`src/rtl/spdif_rx_pkg.sv`:
```
package spdif_rx_pkg;
  typedef enum logic [1:0] {PRE_X = 2'd0, PRE_Y = 2'd1, PRE_Z = 2'd2, PRE_NONE = 2'd3} pre_e;
  localparam int PCM_W     = 24;
  localparam int WORD_W    = 28;  // slots 4..31
  localparam int LAST_SLOT = 31;
  localparam logic [7:0] PAT_X = 8'b11100010;
  localparam logic [7:0] PAT_Y = 8'b11100100;
  localparam logic [7:0] PAT_Z = 8'b11101000;
endpackage

```
`src/rtl/spdif_run_meter.sv`:
```
module spdif_run_meter #(
  parameter int HALF_W = 8
) (
  input  logic              clk_i,
  input  logic              rst_ni,
  input  logic              line_i,
  input  logic [HALF_W-1:0] half_len_i,
  output logic              run_vld_o,
  output logic [1:0]        run_n_o    // 0 = illegal length
);
  localparam int CNT_W = HALF_W + 3;

  logic             s1_q, s2_q, s3_q;
  logic [CNT_W-1:0] cnt_q;
  logic [CNT_W:0]   hx, two_cnt, lim1, lim2, lim3;
  logic [1:0]       cls;
  logic             edge_w;

  assign edge_w  = s2_q ^ s3_q;
  assign hx      = {{(CNT_W+1-HALF_W){1'b0}}, half_len_i};
  assign two_cnt = {cnt_q, 1'b0};
  assign lim1    = hx + (hx << 1);
  assign lim2    = (hx << 2) + hx;
  assign lim3    = (hx << 3) - hx;

  always_comb begin
    if (two_cnt < hx)        cls = 2'd0;
    else if (two_cnt < lim1) cls = 2'd1;
    else if (two_cnt < lim2) cls = 2'd2;
    else if (two_cnt < lim3) cls = 2'd3;
    else                     cls = 2'd0;
  end

  always_ff @(posedge clk_i or negedge rst_ni) begin
    if (!rst_ni) begin
      s1_q      <= 1'b0;
      s2_q      <= 1'b0;
      s3_q      <= 1'b0;
      cnt_q     <= '1;
      run_vld_o <= 1'b0;
      run_n_o   <= 2'd0;
    end else begin
      s1_q      <= line_i;
      s2_q      <= s1_q;
      s3_q      <= s2_q;
      run_vld_o <= edge_w;
      run_n_o   <= cls;
      if (edge_w)           cnt_q <= CNT_W'(1);
      else if (cnt_q != '1) cnt_q <= cnt_q + 1'b1;
    end
  end
endmodule

```
`src/rtl/spdif_slot_dec.sv`:
```
module spdif_slot_dec
  import spdif_rx_pkg::*;
(
  input  logic       clk_i,
  input  logic       rst_ni,
  input  logic       run_vld_i,
  input  logic [1:0] run_n_i,
  output logic       pre_vld_o,
  output pre_e       pre_type_o,
  output logic       bit_vld_o,
  output logic       bit_val_o,
  output logic       bit_last_o,
  output logic       bip_err_o
);
  typedef enum logic [2:0] {S_HUNT, S_PRE, S_DAT_A, S_DAT_B, S_WAIT} st_e;

  st_e        st_q;
  logic [7:0] pat_q, app_pat, fill;
  logic [3:0] psum_q, sum_n;
  logic       lvl_q;
  logic [4:0] slot_q;

  assign sum_n   = psum_q + {2'b00, run_n_i};
  assign fill    = lvl_q ? ((8'd1 << run_n_i) - 8'd1) : 8'd0;
  assign app_pat = (pat_q << run_n_i) | fill;

  always_ff @(posedge clk_i or negedge rst_ni) begin
    if (!rst_ni) begin
      st_q       <= S_HUNT;
      pat_q      <= '0;
      psum_q     <= '0;
      lvl_q      <= 1'b0;
      slot_q     <= '0;
      pre_vld_o  <= 1'b0;
      pre_type_o <= PRE_NONE;
      bit_vld_o  <= 1'b0;
      bit_val_o  <= 1'b0;
      bit_last_o <= 1'b0;
      bip_err_o  <= 1'b0;
    end else begin
      pre_vld_o  <= 1'b0;
      bit_vld_o  <= 1'b0;
      bit_last_o <= 1'b0;
      bip_err_o  <= 1'b0;
      if (run_vld_i) begin
        unique case (st_q)
          S_HUNT: if (run_n_i == 2'd3) begin
            st_q <= S_PRE; pat_q <= 8'b0000_0111; psum_q <= 4'd3; lvl_q <= 1'b0;
          end
          S_PRE: begin
            if (run_n_i == 2'd0 || sum_n > 4'd8) begin
              bip_err_o <= 1'b1; st_q <= S_HUNT;
            end else begin
              pat_q  <= app_pat;
              psum_q <= sum_n;
              lvl_q  <= ~lvl_q;
              if (sum_n == 4'd8) begin
                st_q   <= S_DAT_A;
                slot_q <= 5'd4;
                unique case (app_pat)
                  PAT_X:   begin pre_vld_o <= 1'b1; pre_type_o <= PRE_X; end
                  PAT_Y:   begin pre_vld_o <= 1'b1; pre_type_o <= PRE_Y; end
                  PAT_Z:   begin pre_vld_o <= 1'b1; pre_type_o <= PRE_Z; end
                  default: begin bip_err_o <= 1'b1; st_q <= S_HUNT; end
                endcase
              end
            end
          end
          S_DAT_A, S_DAT_B, S_WAIT: begin
            if (st_q == S_DAT_A && run_n_i == 2'd1) begin
              st_q <= S_DAT_B;
            end else if ((st_q == S_DAT_A && run_n_i == 2'd2) ||
                         (st_q == S_DAT_B && run_n_i == 2'd1)) begin
              bit_vld_o  <= 1'b1;
              bit_val_o  <= (st_q == S_DAT_B);
              bit_last_o <= (slot_q == 5'(LAST_SLOT));
              slot_q     <= slot_q + 1'b1;
              st_q       <= (slot_q == 5'(LAST_SLOT)) ? S_WAIT : S_DAT_A;
            end else if (run_n_i == 2'd3) begin
              // start of a sync pattern; an error unless one was due
              bip_err_o <= (st_q != S_WAIT);
              st_q <= S_PRE; pat_q <= 8'b0000_0111; psum_q <= 4'd3; lvl_q <= 1'b0;
            end else begin
              bip_err_o <= 1'b1; st_q <= S_HUNT;
            end
          end
          default: st_q <= S_HUNT;
        endcase
      end
    end
  end

  p_one_event_r5: assert property (@(posedge clk_i) disable iff (!rst_ni)
    $onehot0({pre_vld_o, bit_vld_o, bip_err_o}));
  p_last_is_bit_r2: assert property (@(posedge clk_i) disable iff (!rst_ni)
    bit_last_o |-> bit_vld_o);
endmodule

```
`src/rtl/spdif_framer.sv`:
```
module spdif_framer
  import spdif_rx_pkg::*;
#(
  parameter int BLOCK_FRAMES = 192
) (
  input  logic             clk_i,
  input  logic             rst_ni,
  input  logic             pre_vld_i,
  input  pre_e             pre_type_i,
  input  logic             bit_vld_i,
  input  logic             bit_val_i,
  input  logic             bit_last_i,
  input  logic             bip_err_i,
  input  logic             rd_i,
  output logic             ready_o,
  output logic [PCM_W-1:0] left_o,
  output logic [PCM_W-1:0] right_o,
  output logic [2:0]       left_vuc_o,
  output logic [2:0]       right_vuc_o,
  output logic             blk_start_o,
  output logic             lpar_err_o,
  output logic             rpar_err_o,
  output logic             bip_err_o,
  output logic             frame_err_o,
  output logic             block_err_o,
  output logic             miss_o
);
  localparam int BW = $clog2(BLOCK_FRAMES + 1);
  localparam logic [BW-1:0] BLK_N = BW'(BLOCK_FRAMES);

  pre_e              cur_q;
  logic [WORD_W-1:0] sr_q, nxt;
  logic [PCM_W-1:0]  l_data_q;
  logic [2:0]        l_vuc_q;
  logic              l_z_q, l_ok_q, have_prev_q, exp_y_q, z_seen_q;
  logic [BW-1:0]     blk_cnt_q;

  assign nxt = {bit_val_i, sr_q[WORD_W-1:1]};

  always_ff @(posedge clk_i or negedge rst_ni) begin
    if (!rst_ni) begin
      cur_q <= PRE_NONE; sr_q <= '0;
      l_data_q <= '0; l_vuc_q <= '0; l_z_q <= 1'b0; l_ok_q <= 1'b0;
      have_prev_q <= 1'b0; exp_y_q <= 1'b0; z_seen_q <= 1'b0; blk_cnt_q <= '0;
      ready_o <= 1'b0; left_o <= '0; right_o <= '0;
      left_vuc_o <= '0; right_vuc_o <= '0; blk_start_o <= 1'b0;
      lpar_err_o <= 1'b0; rpar_err_o <= 1'b0; bip_err_o <= 1'b0;
      frame_err_o <= 1'b0; block_err_o <= 1'b0; miss_o <= 1'b0;
    end else begin
      if (rd_i) begin
        ready_o <= 1'b0;
        lpar_err_o <= 1'b0; rpar_err_o <= 1'b0; bip_err_o <= 1'b0;
        frame_err_o <= 1'b0; block_err_o <= 1'b0; miss_o <= 1'b0;
      end
      if (pre_vld_i) cur_q <= pre_type_i;
      if (bit_vld_i) sr_q <= nxt;
      if (bip_err_i) begin
        bip_err_o   <= 1'b1;
        have_prev_q <= 1'b0;
        l_ok_q      <= 1'b0;
      end
      if (bit_last_i) begin
        have_prev_q <= 1'b1;
        if (cur_q == PRE_Y) begin
          if (have_prev_q && !exp_y_q) frame_err_o <= 1'b1;
          exp_y_q <= 1'b0;
          if (^nxt) rpar_err_o <= 1'b1;
          if (l_ok_q) begin
            l_ok_q      <= 1'b0;
            left_o      <= l_data_q;
            left_vuc_o  <= l_vuc_q;
            blk_start_o <= l_z_q;
            right_o     <= nxt[PCM_W-1:0];
            right_vuc_o <= nxt[PCM_W+2:PCM_W];
            if (ready_o && !rd_i) miss_o <= 1'b1;
            ready_o     <= 1'b1;
          end
        end else begin
          if (have_prev_q && exp_y_q) frame_err_o <= 1'b1;
          exp_y_q  <= 1'b1;
          if (^nxt) lpar_err_o <= 1'b1;
          l_data_q <= nxt[PCM_W-1:0];
          l_vuc_q  <= nxt[PCM_W+2:PCM_W];
          l_z_q    <= (cur_q == PRE_Z);
          l_ok_q   <= 1'b1;
          if (cur_q == PRE_Z) begin
            if (z_seen_q && blk_cnt_q != BLK_N) block_err_o <= 1'b1;
            z_seen_q  <= 1'b1;
            blk_cnt_q <= BW'(1);
          end else if (z_seen_q) begin
            if (blk_cnt_q == BLK_N) begin
              block_err_o <= 1'b1;
              z_seen_q    <= 1'b0;
            end else begin
              blk_cnt_q <= blk_cnt_q + 1'b1;
            end
          end
        end
      end
    end
  end

  p_ready_src_r3: assert property (@(posedge clk_i) disable iff (!rst_ni)
    $rose(ready_o) |-> $past(bit_last_i));
  p_lpar_src_r4: assert property (@(posedge clk_i) disable iff (!rst_ni)
    $rose(lpar_err_o) |-> $past(bit_last_i));
  p_frame_src_r6: assert property (@(posedge clk_i) disable iff (!rst_ni)
    $rose(frame_err_o) |-> $past(bit_last_i));
  p_block_src_r7: assert property (@(posedge clk_i) disable iff (!rst_ni)
    $rose(block_err_o) |-> $past(bit_last_i));
  p_miss_src_r8: assert property (@(posedge clk_i) disable iff (!rst_ni)
    $rose(miss_o) |-> $past(ready_o));
  p_rd_clears_r9: assert property (@(posedge clk_i) disable iff (!rst_ni)
    (rd_i && !bit_last_i) |=> !ready_o);
endmodule

```
`src/rtl/spdif_rx.sv`:
```
module spdif_rx
  import spdif_rx_pkg::*;
#(
  parameter int HALF_W       = 8,
  parameter int BLOCK_FRAMES = 192
) (
  input  logic              clk_i,
  input  logic              rst_ni,
  input  logic [HALF_W-1:0] half_len_i,
  input  logic              line_i,
  input  logic              rd_i,
  output logic              ready_o,
  output logic [23:0]       left_o,
  output logic [23:0]       right_o,
  output logic [2:0]        left_vuc_o,
  output logic [2:0]        right_vuc_o,
  output logic              blk_start_o,
  output logic              lpar_err_o,
  output logic              rpar_err_o,
  output logic              bip_err_o,
  output logic              frame_err_o,
  output logic              block_err_o,
  output logic              miss_o
);
  logic       run_vld;
  logic [1:0] run_n;
  logic       pre_vld, bit_vld, bit_val, bit_last, bip_ev;
  pre_e       pre_type;

  spdif_run_meter #(.HALF_W(HALF_W)) u_meter (
    .clk_i(clk_i), .rst_ni(rst_ni), .line_i(line_i), .half_len_i(half_len_i),
    .run_vld_o(run_vld), .run_n_o(run_n)
  );

  spdif_slot_dec u_dec (
    .clk_i(clk_i), .rst_ni(rst_ni), .run_vld_i(run_vld), .run_n_i(run_n),
    .pre_vld_o(pre_vld), .pre_type_o(pre_type), .bit_vld_o(bit_vld),
    .bit_val_o(bit_val), .bit_last_o(bit_last), .bip_err_o(bip_ev)
  );

  spdif_framer #(.BLOCK_FRAMES(BLOCK_FRAMES)) u_frm (
    .clk_i(clk_i), .rst_ni(rst_ni), .pre_vld_i(pre_vld), .pre_type_i(pre_type),
    .bit_vld_i(bit_vld), .bit_val_i(bit_val), .bit_last_i(bit_last),
    .bip_err_i(bip_ev), .rd_i(rd_i), .ready_o(ready_o), .left_o(left_o),
    .right_o(right_o), .left_vuc_o(left_vuc_o), .right_vuc_o(right_vuc_o),
    .blk_start_o(blk_start_o), .lpar_err_o(lpar_err_o), .rpar_err_o(rpar_err_o),
    .bip_err_o(bip_err_o), .frame_err_o(frame_err_o), .block_err_o(block_err_o),
    .miss_o(miss_o)
  );

  p_half_len_r1: assert property (@(posedge clk_i) disable iff (!rst_ni)
    $stable(half_len_i));
endmodule

```
`config.mk`:
```
export PLATFORM = sky130hd
export DESIGN_NAME = spdif_rx
export DESIGN_NICKNAME = d
export VERILOG_FILES = /design/src/rtl/spdif_rx_pkg.sv /design/src/rtl/spdif_run_meter.sv /design/src/rtl/spdif_slot_dec.sv /design/src/rtl/spdif_framer.sv /design/src/rtl/spdif_rx.sv
export SDC_FILE = /design/constraint.sdc
export NUM_CORES = 1
export LEC_CHECK = 0
export ABC_AREA = 1
export BUFFER_PORTS_ARGS = -buffer_cell sky130_fd_sc_hd__buf_2
export CAP_MARGIN = 40
export CORE_UTILIZATION = 45
export DETAILED_ROUTE_END_ITERATION = 7
export PLACE_DENSITY = 0.65
export SETUP_SLACK_MARGIN = 0.4
export SYNTH_ARGS = -nofsm -noshare
export SYNTH_HDL_FRONTEND = slang
export SYNTH_SLANG_ARGS = --single-unit
```
`constraint.sdc`:
```
create_clock -name clk_i -period 2.04 [get_ports clk_i]
set_input_delay 0.102 -clock clk_i [delete_from_list [all_inputs] [get_ports clk_i]]
set_output_delay 0.102 -clock clk_i [all_outputs]
set_load 0.02 [all_outputs]
```
==> results of run 1 <==
[Yosys cell counts, drive strengths merged (3+ instances only)]
| master | number | area [µm²] |
|---|---|---|
| nor3 | 12 | 60.06 |
| a21oi | 41 | 205.2 |
| xnor2 | 29 | 254.0 |
| o211ai | 3 | 22.52 |
| fa | 3 | 60.06 |
| xor2 | 28 | 245.2 |
| dfrtp | 161 | 4029 |
| o21ai | 125 | 633.1 |
| a22oi | 4 | 30.03 |
| buf | 8 | 42.54 |
| nand2 | 260 | 993.4 |
| a31oi | 4 | 25.02 |
| clkbuf | 15 | 56.30 |
| inv | 119 | 446.7 |
| ha | 64 | 800.8 |
| nand3 | 46 | 235.2 |
| mux2 | 28 | 315.3 |
| dfstp | 15 | 394.1 |
| nand4 | 3 | 18.77 |
| or2 | 3 | 18.77 |
| nor2 | 68 | 277.8 |
[routing by layer]
metal,routed length (µm),share of wire [%]
met1,9597,45
met2,10770,51
met3,557,2.6
met4,333,1.6
met5,0,0
[logic make-up (layout without fill, tap and decap cells)]
| family | Yosys count | after routing | synth area share, % |
|---|---|---|---|
| adder cells (fa/ha/maj) | 67 | 67 | 9.255 |
| buffers and inverters | 143 | 349 | 5.905 |
| flip-flops | 176 | 176 | 47.55 |
| AND/OR/NAND/NOR | 396 | 396 | 17.53 |
| AO/OA/AOI/OAI | 190 | 190 | 11.00 |
| XOR/XNOR | 57 | 57 | 5.367 |
| multiplexers | 28 | 28 | 3.390 |
[per-stage QoR]
stage	total power (µW)	TNS, ns	instance area [µm²]
after CTS	8248	-0.1947	11670
after detailed placement	5023	-2.841	10660
after global placement	4995	-2.219	10660
final	8383	-0.5082	12430
after global routing	8776	-3.844	12430
after floorplan	4537	-0.06622	9437
[path summary, 6_finish.rpt]
kind | to | startpoint | slack [ns] | cells after the start
setup / recovery | u_dec.lvl_q$_DFFE_PN0P_ | u_meter.run_n_o[0]$_DFF_PN0_ | -0.07 | 14
setup reg to reg | u_dec.lvl_q$_DFFE_PN0P_ | u_meter.run_n_o[0]$_DFF_PN0_ | -0.07 | 14
hold reg to reg | u_meter.s2_q$_DFF_PN0_ | u_meter.s1_q$_DFF_PN0_ | 0.36 | 0
max in group asynchronous | u_dec.slot_q[1]$_DFFE_PN0P_ | rst_ni | 1.07 | 3
hold / removal | u_frm.left_o[11]$_DFFE_PN0P_ | rst_ni | 0.22 | 2
min in group clk_i | u_meter.s1_q$_DFF_PN0_ | line_i | 0.31 | 2
[final cells by class]
class | count | area [µm²] | share of cell area, %
Clock inverter | 13 | 115.1 | 0.9259
Timing Repair Buffer | 197 | 1485 | 11.95
Multi-Input combinational cell | 738 | 5157 | 41.49
Clock buffer | 19 | 442.9 | 3.563
Tap cell | 270 | 337.8 | 2.717
Sequential cell | 176 | 4424 | 35.59
Inverter | 120 | 469.2 | 3.774
[state kept, by name (all words and copies together), names as in the netlist, 4 cells and up]
signal	flops
u_dec.pat_q	8
u_dec.psum_q	4
u_dec.slot_q	5
u_frm.blk_cnt_q	8
u_frm.l_data_q	24
u_frm.left_o	24
u_frm.right_o	24
u_frm.sr_q	27
u_meter.cnt_q	11
[power groups by stage]
stage | registers, µW | clock network, µW | logic (µW)
floorplan | 3750 | 0 | 784
global placement | 3770 | 0 | 1230
detailed placement | 3770 | 0 | 1250
CTS | 3700 | 3150 | 1400
global route | 3720 | 3280 | 1770
finish | 3710 | 3080 | 1590
[worst max-delay path: cells and delay by family (launching register included)]
| kind | cells | cell delay (ns) |
|---|---|---|
| DFF | 1 | 0.38 |
| and+or+nand+nor | 8 | 0.68 |
| AOI/OAI and AO/OA | 1 | 0.07 |
| buffers and inverters | 2 | 0.19 |
| xor gates and xnor gates | 1 | 0.14 |
| adders and majority gates | 2 | 0.55 |
[repair_timing]
item,in CTS,in global routing
cloned,0,1
pin swaps,53,85
endpoints found under the hold margin,47,0
hold buffers,3,0
setup endpoints to repair,65,71
gates resized for setup,73,139
setup buffers,24,23
==> out/qor.txt, run 1 <==
vias post-DR: 7647
combinational power share: 19.0%
post-synth cell types: 43
most frequent cells in the layout: nand2_1 (217), dfrtp_1 (160), buf_4 (107), o21ai_0 (100), inv_1 (94)
Clock Latency Late Sink: 0.43 ns
ANT cells: 0
wire length per cell: 13.87 µm
CP arrival: 2.46 ns
Initial Util: 45.97%
outcome: finished with violations
synthesized area per cell: 8.800 µm²
final setup fails: 11
Avg Vias per Cell: 4.988
Core ar.: 20230 µm²
critical path type: reg -> reg
most common cell after layout, fill and taps aside: nand2_1
H-tree depth: 4
Slew Viols, Final: 0
Setup crit end kind: register
Num CTS Buffers: 17
Pleak: 0.006175 µW
Post-synth ARST share: 100.0%
Net Sw Frac: 28.43%
violated checks: setup timing
initial DRC count: 317
Rel. slew slack: 60.95%
Buffers on Ports: 73
met1 GRT Util: 25.49%
Worst IR Drop VDD: 0.5896 mV
Startpoint Class: register
dpl cells: 1450
met2 Use GR: 34.04%
CTS sink cnt: 176
WHS: 0.2180 ns
clock share of power: 36.8%
grt total ovfl: 0
EDFF count, synth: 0
post-synthesis sequential area ratio: 47.55%
pwr/cell area: 674.3 nW/µm²
antenna-violating nets left: 0
Cells after Synth: 1057
fmax: 473.6 MHz
mapped cell area: 9301 µm²
RSZ-0062 raised after global routing: true
share of cells above drive strength 1: 35.55%
Final Hold Viols: 0
antenna violations before repair: 0
Post-Place Worst Slack: -0.4569 ns
gr usage total: 19.83%
die width: 145.8 µm
Worst-path clk slew: 0.06 ns
setup ws final: -0.07142 ns
Final Critical Period: 2.111 ns
Cell Chain, Critical Path: ha_2, inv_2, fa_2, xnor2_2, nor2_1, nand2_2, nand2_2, nand2_2, nand2_4, nand2_4, nor2_4, buf_12, nand2_2, o21ai_1
worst min-delay path class: in -> async
full die area: 21250 µm²
Final Instance Count excl. Fillers: 1533
buffer depth of the longest clock path: 2
crit path max fanout: 6
Int Power: 5999 µW
Sequential Power Share: 44.2%
Util after Layout: 61.44%
met3 Use GR: 2.884%
Tcrit/Tclk final: 103.5%
DRT Wirelength: 21260 µm
Remaining DRCs: 0
worst slew pin tran: 0.5858 ns
Worst Path Required: 2.39 ns
Crit path top cell by count: nand2_2
Syn. warnings: 0
RD Place Congestion: 0.8380
Max stage delay on crit path: 0.38 ns
Post-DP HPWL: 14540 µm
I/O pin count: 74
vias in the first global route: 7403
Syn Nets: 1136
first-pass GRT wire length: 34350 µm
area grow syn2layout: 33.66%
net switching power: 2383 µW
Rows: 52
Die Y: 145.8 µm
ys flop type: dfrtp_1
Root Buffer: clkbuf_16
# Max-Cap Violations: 0
largest net degree at the start of global routing: 62
Slowest-stage cell, CP: dfrtp_1
Pre-antenna DRT Iters: 5
Worst Clk Skew: 0.01212 ns
GRT busiest layer: met2
TritonCTS clock tree: done
post-synthesis register bit count: 176
Layout Nets: 1329
number of fill cells in the layout: 1699
(Power assumes the default switching activity.)
==> run 2, diff against run 1 <==
--- a/config.mk
+++ b/config.mk
@@ -10,6 +10,7 @@
 export CAP_MARGIN = 40
 export CORE_UTILIZATION = 45
 export DETAILED_ROUTE_END_ITERATION = 7
+export GPL_TIMING_DRIVEN = 0
 export PLACE_DENSITY = 0.65
 export SETUP_SLACK_MARGIN = 0.4
 export SYNTH_ARGS = -nofsm -noshare
==> out/qor.txt, run 2 (synthesized netlist as in run 1, its figures left out) <==
RD Place Congestion: 0.8120 (-3.1%)
Remaining DRCs: 0 (unchanged)
Rel. slew slack: 63.91% (+3.0 points)
Pleak: 0.006173 µW (about the same)
Setup crit end kind: register
die width: 145.8 µm (unchanged)
Worst Path Required: 2.40 ns (about the same)
Rows: 52 (unchanged)
Worst Clk Skew: 0.009834 ns (-0.002281 ns)
Buffers on Ports: 73 (unchanged)
wire length per cell: 14.98 µm (+8.1%)
Post-DP HPWL: 14350 µm (-1.3%)
vias post-DR: 7732 (+1.1%)
CP arrival: 2.61 ns (+0.15 ns)
Root Buffer: clkbuf_16
Slew Viols, Final: 0 (unchanged)
grt total ovfl: 0 (unchanged)
pwr/cell area: 681.8 nW/µm² (+1.1%)
share of cells above drive strength 1: 34.27% (-1.3 points)
area grow syn2layout: 34.22%
violated checks: setup timing
Startpoint Class: register
Final Critical Period: 2.248 ns (+0.1369 ns)
initial DRC count: 425 (+34%)
Clock Latency Late Sink: 0.44 ns (about the same)
most common cell after layout, fill and taps aside: nand2_1
H-tree depth: 4 (unchanged)
Avg Vias per Cell: 5.121 (+2.7%)
fmax: 444.8 MHz (-6.1%)
critical path type: reg -> reg
I/O pin count: 74 (unchanged)
worst slew pin tran: 0.5413 ns (-0.04443 ns)
Num CTS Buffers: 17 (unchanged)
largest net degree at the start of global routing: 107 (+73%)
buffer depth of the longest clock path: 2 (unchanged)
antenna-violating nets left: 0 (unchanged)
Layout Nets: 1306 (-1.7%)
Pre-antenna DRT Iters: 5 (unchanged)
Worst IR Drop VDD: 0.6463 mV (+9.6%)
RSZ-0062 raised after global routing: true
full die area: 21250 µm² (unchanged)
WHS: 0.2221 ns (+0.004130 ns)
Final Hold Viols: 0 (unchanged)
Tcrit/Tclk final: 110.2% (+6.7 points)
Final Power: 8512 µW (+1.5%)
Core ar.: 20230 µm² (unchanged)
final setup fails: 23 (+12)
antenna violations before repair: 0 (unchanged)
outcome: finished with violations
Worst-path clk slew: 0.07 ns (about the same)
register bank with the most flops: u_frm.sr_q
# Max-Cap Violations: 0 (unchanged)
Die Y: 145.8 µm (unchanged)
most frequent cells in the layout: nand2_1 (216), dfrtp_1 (161), o21ai_0 (96), inv_1 (88), buf_2 (67)
setup ws final: -0.2083 ns (-0.1369 ns)
gr usage total: 20.76% (+0.93 points)
first-pass GRT wire length: 35630 µm (+3.7%)
TritonCTS clock tree: done
Initial Util: 45.97% (unchanged)
CTS sink cnt: 176 (unchanged)
DRT Wirelength: 22620 µm (+6.4%)
ANT cells: 0 (unchanged)
vias in the first global route: 7531 (+1.7%)
setup tns final: -2.196 ns (-1.687 ns)
max reg flops: 27 (unchanged)
crit path max fanout: 3 (-3)
worst min-delay path class: in -> async
-- run 2: cell count changes in the layout (fill, tap and decap cells not counted), sizes merged --
cell,before,now
buf,193,153
bufinv,1,2
clkbuf,20,36
clkinv,7,6
clkinvlp,5,2
inv,120,124
-- run 2: through the flow --
| step | area (µm²) | instances | setup slack, ns | utilization (%) |
|---|---|---|---|---|
| final | 12480 | 1510 | -0.2083 | 61.70 |
| after global routing | 12480 | 1510 | -0.2993 | 61.70 |
| after CTS | 11570 | 1478 | -0.03158 | 57.16 |
| after detailed placement | 10180 | 1401 | -0.6809 | 50.30 |
| after global placement | 10140 | 1400 | -1.931 | 50.11 |
| after floorplan | 9437 | 1057 | -0.05078 | - |
-- run 2: cell type report --
cell class	count	area, µm²
fillers	1648	7750
multi-input cells	738	5259
flip-flops and latches	176	4423
repair buffers	151	1211
inverters	120	484.2
clock buffers	18	429.2
well taps	270	337.8
plain buffers	23	185.2
clock inverters	14	155.1
-- run 2: metal layers --
layer / routed length (µm) / global-route usage (%)
met4: 567 / 6.895
met2: 11560 / 35.93
met5: 0 / 0
met3: 618 / 4.075
met1: 9877 / 25.94
-- run 2: what timing repair did --
| item | in CTS | in global routing |
|---|---|---|
| gates cloned | 0 | 4 |
| hold buffers | 3 | 0 |
| buffers inserted | 42 | 28 |
| gates resized for setup | 136 | 160 |
| pin swaps | 59 | 64 |
| endpoints found under the setup margin | 115 | 91 |
| hold endpoints to repair | 68 | 0 |
-- run 2: worst max-delay path, cell delays in order (launching register included) --
cell and delay [ns]:
dfrtp_1 0.40, buf_4 0.14, buf_6 0.13, buf_8 0.12, nor2_4 0.11, inv_2 0.06
ha_4 0.16, nand2_2 0.06, nand2_2 0.07, o21ai_2 0.20, nand2_2 0.11, nor2_4 0.16
nand2_2 0.08, nand3_2 0.10, nand2_2 0.05, inv_2 0.06, nand2_2 0.06, nand2_1 0.06
nand2_1 0.05
-- run 2: worst paths after layout --
check	startpoint	to	slack, ns	depth (start not counted)
max	u_meter.run_n_o[0]$_DFF_PN0_	u_dec.pre_type_o[0]$_DFFE_PN1P_	-0.21	18
min	rst_ni	u_frm.left_o[11]$_DFFE_PN0P_	0.22	2
max reg2reg	u_meter.run_n_o[0]$_DFF_PN0_	u_dec.pre_type_o[0]$_DFFE_PN1P_	-0.21	18
min reg2reg	u_meter.s1_q$_DFF_PN0_	u_meter.s2_q$_DFF_PN0_	0.35	0
max in group asynchronous	rst_ni	u_frm.cur_q[0]$_DFFE_PN1P_	0.91	3
min in group clk_i	line_i	u_meter.s1_q$_DFF_PN0_	0.31	2
-- run 2: report_power, final --
group | switching [µW] | internal, µW | leakage (µW)
clock | 1440 | 1830 | 0.000287
combinational | 900 | 627 | 0.00351
sequential | 106 | 3610 | 0.00237
total | 2450 | 6060 | 0.00617
==> run 3, diff against run 2 <==
--- a/config.mk
+++ b/config.mk
@@ -11,7 +11,7 @@
 export CORE_UTILIZATION = 45
 export DETAILED_ROUTE_END_ITERATION = 7
 export GPL_TIMING_DRIVEN = 0
-export PLACE_DENSITY = 0.65
+export PLACE_DENSITY = 0.77
 export SETUP_SLACK_MARGIN = 0.4
 export SYNTH_ARGS = -nofsm -noshare
 export SYNTH_HDL_FRONTEND = slang
==> out/qor.txt, run 3 (synthesized netlist as in run 1, its figures left out) <==
Root Buffer: clkbuf_16
full die area: 21250 µm² (unchanged)
Final Critical Period: 2.167 ns (-0.08082 ns)
Buffers on Ports: 73 (unchanged)
Util after Layout: 61.04% (-0.66 points)
outcome: finished with violations
first-pass GRT wire length: 36330 µm (+2.0%)
Setup crit end kind: register
DRT Wirelength: 23540 µm (+4.0%)
most common cell after layout, fill and taps aside: nand2_1
Tcrit/Tclk final: 106.2% (-4.0 points)
antenna-violating nets left: 0 (unchanged)
register bank with the most flops: u_frm.sr_q
Worst IR Drop VDD: 0.6209 mV (-3.9%)
area grow syn2layout: 32.78%
setup tns final: -2.155 ns (+0.04036 ns)
Layout Nets: 1299 (-0.54%)
combinational power share: 18.7% (+0.8 points)
I/O pin count: 74 (unchanged)
clock share of power: 39.6% (+1.2 points)
Num CTS Buffers: 17 (unchanged)
Crit path top cell by count: nand2_4
gr usage total: 21.02% (+0.26 points)
initial DRC count: 429 (+0.94%)
Rows: 52 (unchanged)
buffer depth of the longest clock path: 2 (unchanged)
die width: 145.8 µm (unchanged)
most frequent cells in the layout: nand2_1 (210), dfrtp_1 (160), o21ai_0 (98), inv_1 (87), buf_2 (67)
Clock Latency Late Sink: 0.44 ns (about the same)
CP arrival: 2.54 ns (-0.07 ns)
Final Power: 8937 µW (+5.0%)
Sequential Power Share: 41.7% (-1.9 points)
Initial Util: 45.97% (unchanged)
Worst Clk Skew: 0.009580 ns (-0.0002544 ns)
setup ws final: -0.1275 ns (+0.08082 ns)
Pleak: 0.006017 µW (-2.5%)
Avg Vias per Cell: 5.375 (+5.0%)
# Max-Cap Violations: 0 (unchanged)
Remaining DRCs: 0 (unchanged)
Pre-antenna DRT Iters: 6 (+1)
critical path type: reg -> reg
Worst-path clk slew: 0.07 ns (about the same)
net switching power: 2526 µW (+3.1%)
Post-DP HPWL: 14530 µm (+1.3%)
vias post-DR: 8079 (+4.5%)
wire length per cell: 15.66 µm (+4.5%)
WHS: 0.2867 ns (+0.06459 ns)
ANT cells: 0 (unchanged)
grt total ovfl: 0 (unchanged)
Max stage delay on crit path: 0.39 ns (about the same)
antenna violations before repair: 0 (unchanged)
CTS sink cnt: 176 (unchanged)
Final Hold Viols: 0 (unchanged)
violated checks: setup timing
worst slew pin tran: 0.6704 ns (+0.1291 ns)
H-tree depth: 4 (unchanged)
final setup fails: 25 (+8.7%)
crit path max fanout: 4 (+1)
largest net degree at the start of global routing: 92 (-14%)
Rel. slew slack: 55.31% (-8.6 points)
worst min-delay path class: in -> async
Int Power: 6411 µW (+5.8%)
RD Place Congestion: 0.8719 (+7.4%)
Die Y: 145.8 µm (unchanged)
TritonCTS clock tree: done
Net Sw Frac: 28.26% (-0.51 points)
RSZ-0062 raised after global routing: true
Startpoint Class: register
vias in the first global route: 7751 (+2.9%)
Worst Path Required: 2.41 ns (about the same)
share of cells above drive strength 1: 34.39% (+0.11 points)
Slew Viols, Final: 0 (unchanged)
Core ar.: 20230 µm² (unchanged)
Cell Chain, Critical Path: buf_6, inv_8, fa_2, xnor2_2, nor2_1, nand2_1, nand2_2, nand2_4, nand2_4, nand2_4, nor2_4, buf_6, nand2_2, o21ai_1
max reg flops: 27 (unchanged)
fmax: 461.4 MHz (+3.7%)
pwr/cell area: 723.6 nW/µm² (+6.1%)
Slowest-stage cell, CP: fa_2
-- run 3: cell types whose count changed in the layout (fill, tap and decap cells not counted), sizes merged --
cell	before	now
inv	124	119
bufinv	2	4
clkinv	6	5
clkinvlp	2	4
clkbuf	36	35
buf	153	149
-- run 3: power groups by stage --
stage	Clock (µW)	Combinational, µW	Sequential, µW
finish	3540	1670	3730
global route	3720	1820	3740
CTS	3540	1360	3700
detailed placement	0	1090	3770
global placement	0	1040	3760
floorplan	0	784	3750
-- run 3: worst paths after layout --
check                      depth (start not counted)                           end  slack (ns)                    startpoint
setup / recovery                                  14       u_dec.lvl_q$_DFFE_PN0P_       -0.13  u_meter.run_n_o[1]$_DFF_PN0_
hold / removal                                     2  u_frm.left_o[20]$_DFFE_PN0P_        0.29                        rst_ni
setup reg to reg                                  14       u_dec.lvl_q$_DFFE_PN0P_       -0.13  u_meter.run_n_o[1]$_DFF_PN0_
hold reg to reg                                    0        u_meter.s2_q$_DFF_PN0_        0.36        u_meter.s1_q$_DFF_PN0_
max in group asynchronous                          3  u_meter.cnt_q[8]$_DFFE_PN1P_        0.89                        rst_ni
min in group clk_i                                 2        u_meter.s1_q$_DFF_PN0_        0.30                        line_i
-- run 3: worst max-delay path, delay by kind of cell, from the launching register on --
family / cells / cell delay, ns
buf+inv: 3 / 0.33
flops: 1 / 0.37
simple gates: 8 / 0.79
fa+ha+maj: 1 / 0.39
compound gates: 1 / 0.07
xor+xnor: 1 / 0.15
-- run 3: repair_timing --
action | 4_1_cts | 5_1_grt
hold endpoints to repair | 88 | 0
pin swaps | 47 | 71
buffers inserted | 37 | 30
endpoints found under the setup margin | 113 | 91
hold buffers | 3 | 0
resized for setup | 139 | 136
-- run 3: per-stage QoR --
| step | cell area (µm²) | instances | setup WS, ns |
|---|---|---|---|
| 2_1_floorplan | 9437 | 1057 | -0.05078 |
| 4_1_cts | 11630 | 1473 | -0.03953 |
| 3_5_place_dp | 10180 | 1401 | -0.6969 |
| 5_1_grt | 12350 | 1503 | -0.2436 |
| 6_report | 12350 | 1503 | -0.1275 |
| 3_3_place_gp | 10140 | 1400 | -1.836 |
-- run 3: layout make-up --
cell class / instances / area (µm²)
multi-input cells: 738 / 5214
repair buffers: 144 / 1072
clock buffers: 20 / 456.7
flip-flops and latches: 176 / 4424
clock inverters: 12 / 180.2
plain buffers: 23 / 157.7
well taps: 270 / 337.8
inverters: 120 / 508.0
fillers: 1549 / 7884
-- run 3: metal layers --
layer / vias to the layer above / track usage (%) / share of wire (%)
met4: 0 / 8.211 / 3.2
li1: 3797 / - / -
met2: 245 / 36.75 / 51
met3: 58 / 3.386 / 4.3
met5: - / 0 / 0
met1: 3979 / 25.96 / 41
